### config.mk
export PLATFORM = sky130hd
export DESIGN_NAME = fir_switchable
export DESIGN_NICKNAME = d
export VERILOG_FILES = /design/src/rtl/fir_sw_pkg.sv /design/src/rtl/fir_sw_coefbank.sv /design/src/rtl/fir_sw_macarr.sv /design/src/rtl/fir_switchable.sv
export SDC_FILE = /design/constraint.sdc
export NUM_CORES = 1
export LEC_CHECK = 0
export ABC_CLOCK_PERIOD_IN_PS = 5600
export CORE_MARGIN = 10
export CORE_UTILIZATION = 55
export CTS_CLUSTER_SIZE = 16
export DETAILED_ROUTE_END_ITERATION = 6
export PLACE_DENSITY_LB_ADDON = 0.08
export SLEW_MARGIN = 25
export SYNTH_ARGS = -nofsm -noshare
export SYNTH_HDL_FRONTEND = slang
export SYNTH_SLANG_ARGS = --single-unit
### constraint.sdc
create_clock -name clk -period 5.6 [get_ports clk]
set_input_delay 0.84 -clock clk [delete_from_list [all_inputs] [get_ports clk]]
set_output_delay 0.84 -clock clk [all_outputs]
set_load 0.01 [all_outputs]
### src/rtl/fir_sw_pkg.sv
package fir_sw_pkg;
  // Full-precision width of a sum of n products of dw x cw signed operands
  function automatic int unsigned sum_width(int unsigned dw, int unsigned cw, int unsigned n);
    return dw + cw + $clog2(n);
  endfunction
endpackage

### src/rtl/fir_sw_coefbank.sv
module fir_sw_coefbank #(
  parameter int unsigned CW    = 8,
  parameter int unsigned TAPS  = 4,
  parameter int unsigned NSETS = 3,
  parameter int unsigned SW    = (NSETS > 1) ? $clog2(NSETS) : 1,
  parameter logic [NSETS*TAPS*CW-1:0] TABLE = '0
) (
  input  logic                 clk,
  input  logic                 rst,
  input  logic [SW-1:0]        sel,
  input  logic                 load,
  output logic [TAPS*CW-1:0]   ctap
);
  localparam int unsigned SETW = TAPS * CW;

  function automatic logic [SETW-1:0] set_bits(input logic [SW-1:0] s);
    if (int'(s) < int'(NSETS)) return TABLE[int'(s)*SETW +: SETW];
    else                       return TABLE[SETW-1:0];
  endfunction

  logic [SETW-1:0] picked;

  // Per-tap set multiplexer; its output reaches the taps only on load
  always_comb picked = set_bits(sel);

  always_ff @(posedge clk) begin
    if (rst)       ctap <= TABLE[SETW-1:0];
    else if (load) ctap <= picked;
  end


  coef_hold_chk: assert property (@(posedge clk) disable iff (rst)
    !load |=> $stable(ctap));


  coef_load_chk: assert property (@(posedge clk) disable iff (rst)
    load |=> (ctap == set_bits($past(sel))));
endmodule

### src/rtl/fir_sw_macarr.sv
module fir_sw_macarr #(
  parameter int unsigned DW   = 8,
  parameter int unsigned CW   = 8,
  parameter int unsigned TAPS = 4,
  parameter int unsigned OW   = DW + CW + $clog2(TAPS)
) (
  input  logic               clk,
  input  logic               rst,
  input  logic [DW-1:0]      x,
  input  logic               x_vld,
  input  logic [TAPS*CW-1:0] ctap,
  output logic [OW-1:0]      y,
  output logic               y_vld
);
  localparam int unsigned PW = DW + CW;
  localparam int unsigned HN = (TAPS > 1) ? TAPS - 1 : 1;
  localparam longint      MAXV = longint'(TAPS) <<< (PW - 2);

  logic [HN-1:0][DW-1:0]  hist;
  logic signed [DW-1:0]   win  [TAPS];
  logic signed [CW-1:0]   cof  [TAPS];
  logic signed [PW-1:0]   prod_q [TAPS];
  logic                   prod_vld;
  logic signed [OW-1:0]   acc;

  assign win[0] = $signed(x);

  for (genvar t = 0; t < TAPS; t++) begin : g_tap
    assign cof[t] = $signed(ctap[t*CW +: CW]);
    if (t > 0) begin : g_hist
      assign win[t] = $signed(hist[t-1]);
    end
  end

  // History of accepted samples: shifts only on valid input
  always_ff @(posedge clk) begin
    if (rst) begin
      hist <= '0;
    end else if (x_vld) begin
      hist[0] <= x;
      for (int i = 1; i < int'(HN); i++) hist[i] <= hist[i-1];
    end
  end

  // Stage 1: all products in parallel
  always_ff @(posedge clk) begin
    if (rst) begin
      prod_vld <= 1'b0;
      for (int t = 0; t < int'(TAPS); t++) prod_q[t] <= '0;
    end else begin
      prod_vld <= x_vld;
      if (x_vld)
        for (int t = 0; t < int'(TAPS); t++) prod_q[t] <= win[t] * cof[t];
    end
  end

  // Stage 2: full-precision sum, registered output
  always_comb begin
    acc = '0;
    for (int t = 0; t < int'(TAPS); t++)
      acc = acc + {{(OW-PW){prod_q[t][PW-1]}}, prod_q[t]};
  end

  always_ff @(posedge clk) begin
    if (rst) begin
      y     <= '0;
      y_vld <= 1'b0;
    end else begin
      y_vld <= prod_vld;
      if (prod_vld) y <= acc;
    end
  end


  no_overflow_chk: assert property (@(posedge clk) disable iff (rst)
    y_vld |-> (longint'($signed(y)) <= MAXV && longint'($signed(y)) >= -MAXV));


  gap_hold_chk: assert property (@(posedge clk) disable iff (rst)
    !x_vld |=> $stable(hist));


  out_latency_chk: assert property (@(posedge clk) disable iff (rst)
    y_vld |-> $past(x_vld, 2));
endmodule

### src/rtl/fir_switchable.sv
module fir_switchable #(
  parameter int unsigned DW     = 8,
  parameter int unsigned CW     = 8,
  parameter int unsigned TAPS   = 4,
  parameter int unsigned NSETS  = 3,
  parameter bit          REG_IN = 1'b0,
  parameter int unsigned SW     = (NSETS > 1) ? $clog2(NSETS) : 1,
  parameter int unsigned OW     = fir_sw_pkg::sum_width(DW, CW, TAPS),
  parameter logic [NSETS*TAPS*CW-1:0] COEF_TABLE = {
    8'hB3, 8'h00, 8'hFF, 8'h7F,
    8'h80, 8'h80, 8'h80, 8'h80,
    8'h04, 8'h03, 8'h02, 8'h01 }
) (
  input  logic          clk,
  input  logic          rst,
  input  logic [DW-1:0] din,
  input  logic          din_vld,
  input  logic [SW-1:0] set_sel,
  input  logic          set_load,
  output logic [OW-1:0] dout,
  output logic          dout_vld
);
  localparam int unsigned IW = DW + SW + 2;

  logic [IW-1:0]        raw_in, use_in;
  logic [DW-1:0]        x;
  logic                 x_vld;
  logic [SW-1:0]        sel;
  logic                 load;
  logic [TAPS*CW-1:0]   ctap;

  assign raw_in = {din, set_sel, din_vld, set_load};

  if (REG_IN) begin : g_inreg
    logic [IW-1:0] stg1, stg2;
    always_ff @(posedge clk) begin
      if (rst) begin
        stg1 <= '0;
        stg2 <= '0;
      end else begin
        stg1 <= raw_in;
        stg2 <= stg1;
      end
    end
    assign use_in = stg2;
  end else begin : g_direct
    assign use_in = raw_in;
  end

  assign {x, sel, x_vld, load} = use_in;

  fir_sw_coefbank #(
    .CW(CW), .TAPS(TAPS), .NSETS(NSETS), .SW(SW), .TABLE(COEF_TABLE)
  ) u_bank (
    .clk(clk), .rst(rst), .sel(sel), .load(load), .ctap(ctap)
  );

  fir_sw_macarr #(
    .DW(DW), .CW(CW), .TAPS(TAPS), .OW(OW)
  ) u_mac (
    .clk(clk), .rst(rst), .x(x), .x_vld(x_vld), .ctap(ctap),
    .y(dout), .y_vld(dout_vld)
  );
endmodule

# [Word level (Yosys, flattened, before mapping)]
# Memories as Yosys holds them, arrays and structs flattened.
# Index checks and enable logic that the tools add are counted.
[classes] addsub=3 multipliers=4 magnitude_cmp=1 shift=1 muxes=10 bitwise=4
[ops] operator="indexed part select 96 x 8 -> 32 bit, first input constant" n=1
[ops] operator="multiplier 8 x 8 -> 16 bit" n=4
[ops] operator="two-way mux 16 bit" n=4
[ops] operator="adder 18 bit" n=2
[ops] operator="two-way mux 32 bit" n=1
[ops] operator="adder 16 x 16 -> 17 bit" n=1
[ops] operator="two-way mux 1 bit" n=5
[ops] operator="OR 1 bit" n=4
[ops] operator="less-than comparator 2 bit, second input constant" n=1
[totals] register_bits=76 ramBits=64 in_bits=14 output_inout_bits=19 word_cells=31 n_memories=1
[mem_list] name="u_mac.prod_q" depth=4 width=16 read_ports=4 rd_clocked_by_memory_dff=0 write_ports=4 line_no="fir_sw_macarr.sv:22" text="logic signed [PW-1:0] prod_q [TAPS];"

# [Logic depth before layout (Yosys ltp)]
[logic_depth] ltp_word=4 depth_mapped=21

# [By module]
# A second synthesis with hierarchy kept.
[unflattened] hier_cells=1603 area_unflattened_um2=15607.5
[by_module_without_submodules] mod="fir_sw_macarr" instances=1 cells_per_inst=1553 area_per_inst_um2=15178.3 seq_area_each_um2=2802.7
[by_module_without_submodules] mod="fir_sw_coefbank" instances=1 cells_per_inst=50 area_per_inst_um2=429.2 seq_area_each_um2=100.1

# [Least setup slack after synthesis]
# OpenSTA, ideal clock, no wires.
[synth_timing] path_kind="input to register" startpoint="input din[2]" endpoint="memory u_mac.prod_q[0][14] (netlist bit), data pin" setup_ns=0.263 arrival_ns=4.512 required_ns=5.337 path_slack_ns=0.826 stages=17 path_buffers=1 path_cell_list="clkbuf_1 > xor2_1 > and2_1 > ha_1 > a21o_1 > fa_1 > inv_1 > fa_1 > fa_1 > inv_1 > ha_1 > nor2b_1 > o2111ai_1 > nand3_1 > o41ai_1 > o21ai_0 > mux2i_1"
[synth_rtl] element="start, declared" line_no="fir_switchable.sv:16" text="input logic [DW-1:0] din,"
[synth_rtl] element="end, declared" line_no="fir_sw_macarr.sv:22"

==> impl_results.md <==
* FILL cells at 2245
* Multi-input gate area at 9750 um^2
* Area grow syn2layout at 9.99%
* Maxcap violations at 0
* Mapped Area at 14000 um^2
* DIE HEIGHT at 180 um
* CTS tree: built
* WL/cell at 15.5 um
* Critical Path RT at 5760 ps
* Sequential-to-total area share from yosys stat at 20.7%
* Clk root buf: clkbuf_16
* Reg clk slew, reported paths at 60 ps
* Nature of the critical path endpoint: flip-flop
* Antenna violations before repair at 0
* Post-DP HPWL at 24300 um
* Crit-path max FO at 18
* Final setup vio count at 0
* Distinct cells, synth at 61
* Ys async rst share at 0%
* Post_cts resized at 0
* Crit path DAT at 5330 ps
* Yosys warns at 0
* Overall routed net length at 29600 um
* Via count at 9607
* CP cell instances: buf_4, nand2_1, inv_1, fa_1, fa_1, inv_1, fa_1, fa_1, inv_1, ha_1, and2_1, a22o_1, a311oi_1, a21oi_1, xnor2_1, nor2_1
* Largest net degree at the start of global routing at 51
* Hold Fails Final Rpt at 0
* Synth Register Bits at 113
* Overall Global Routing Usage at 18.5%
* Detailed Route Iter0 Violations at 489
* GR Overflow Total at 0
* Site Rows at 58
* Slowest stage delay, CP at 660 ps
* Period Utilization, post-route at 92.3%
* Post-synth EDFFs at 64
* Main synth FF type: edfxtp_1
* Post-Route Skew at 16.1 ps
* Fmax achieved at 193 MHz
* Worst vdd ir at 0.000182 V
* Most frequent cells in the layout: inv_1, ha_1, fa_1
* Crit path kind: flip-flop to flip-flop
* Die area at 32300 um^2
* H-tree depth at 4
* Post-DR vias/cell at 5.03
* CP dominant cell by count: fa_1
* Gate Count Post-Synth at 1504
* Buf/Inv on CP at 4
* Antenna diodes at 0
* Worst skew pair latency at 430 ps
* First drt pass iteration count at 5
* Placed instance area at 14800 um^2
* Post-CTS setup buffers at 0
* Power density cells at 240 nW/um^2
* TNS Setup at 0 ps
* IO Pins at 33
* Quantity of hold-fixing buffers added after cts at 0
* Final Instance Area at 15400 um^2
* Pleak at 7.88 nW
* Worst-Margin Slew at 933 ps
* HP Class: flip-flop to flip-flop
* First-pass GRT wire length at 48700 um
* CTS Buf Count at 17
* Avg Synthesized Cell Area at 9.31 um^2
* Final min period at 5170 ps
* Nets@finish at 1928
* DRC at 0
* Critical-path cell with the highest stage delay: dfxtp_1
* Rel. slew slack at 37.8%
* Starting Density at 55.8%
* Slew Viols, Final at 0
* CP delay by family, top: adder cells
* RSZ-0062 raised after global routing: no
* Outcome: finished, final reports clean
* Gpl congestion at 0.888
* Number of global-route vias before repair at 9428
* Most common cell after layout, fill and taps aside: inv_1
* Antenna viol nets, final at 0
* Clk buf depth at 2
* Port buffer count at 32
* Proportion of layout cells with a drive suffix above 1 at 3.74%
* Die width at 180 um
* Core Region at 25100 um^2
* Worst Setup Start Kind: flip-flop
* FF+latch area at 2900 um^2
* Clock Sinks at 113
layer usage:
layer | track usage (%) | up-vias | wire length [um]
met2 | 29.1 | 144 | 13300
met4 | 5.00 | 0 | 396
met3 | 2.03 | 23 | 830
li1 | - | 4873 | -
met1 | 26.4 | 4567 | 15100
met5 | 0 | - | 0
worst reg2reg max path: cells and delay by family (launching register included):
kind / cells / cell delay (ps)
AO/OA/AOI/OAI: 3 / 760
XOR/XNOR: 1 / 180
adder cells (fa/ha/maj): 5 / 2210
buffers and inverters: 4 / 620
flip-flops: 1 / 660
AND/OR/NAND/NOR: 3 / 460
logic make-up (layout without fill, tap and decap cells):
family,Yosys count,count (layout),share of synthesized area (%)
other cells,2,28,0.0536
xor+xnor,75,75,4.69
compound gates,173,173,8.37
flops,113,113,20.7
mux,35,35,2.51
buf+inv,386,435,10.4
simple gates,372,372,13.1
fa+ha+maj,348,348,40.3
state kept, by name, summed over array words and instances, names as in the netlist:
name            cells
u_mac.y_vld         1
u_mac.prod_vld      1
u_mac.prod_q       64
u_mac.hist         24
u_bank.ctap         5
u_mac.y            18
cell usage after synthesis (all sizes together), types with 35 or more instances:
cell type	number	share of area [%]
nor3	35	1.3
and2	67	3.0
xor2	41	2.6
a21oi	41	1.5
nor2	132	3.6
edfxtp	64	14
o21ai	41	1.5
dfxtp	49	7.0
ha	177	16
fa	171	24
nand2	55	1.5
inv	358	9.6
through the flow:
| stage | hold slack (ps) | util, % | std cells | power (mW) | worst slack (ps) |
|---|---|---|---|---|---|
| final | 451 | 61.4 | 1909 | 3.71 | 430 |
| after floorplan | 480 | - | 1530 | 2.22 | 826 |
| after CTS | 459 | 61.4 | 1909 | 3.74 | 471 |
| after detailed placement | 445 | 59.0 | 1877 | 2.63 | 120 |
| after global routing | 476 | 61.4 | 1909 | 3.99 | 141 |
| after global placement | 445 | 59.0 | 1877 | 2.60 | 184 |
layout make-up:
cell class,count,area share (%)
Tap cell,330,2.68
Inverter,359,8.75
Timing Repair Buffer,44,2.60
Clock inverter,13,0.747
Sequential cell,113,18.8
Clock buffer,19,3.09
Multi-Input combinational cell,1031,63.3
worst paths after layout:
path	from	depth (start not counted)	to	slack (ps)
max	u_bank.ctap[29]$_SDFFE_PP0P_	16	u_mac.prod_q[0][15]$_SDFFCE_PN0P_	430
max reg2reg	u_bank.ctap[29]$_SDFFE_PP0P_	16	u_mac.prod_q[0][15]$_SDFFCE_PN0P_	430
min	u_mac.y[16]$_SDFFE_PP0P_	2	u_mac.y[16]$_SDFFE_PP0P_	450
min reg2reg	u_mac.y[16]$_SDFFE_PP0P_	2	u_mac.y[16]$_SDFFE_PP0P_	450
power by group:
group	switching [mW]	internal, mW	leakage, nW
registers	0.0535	0.975	1.11
logic	0.909	0.673	6.48
clock network	0.461	0.633	0.293
(Power assumes the default switching activity.)
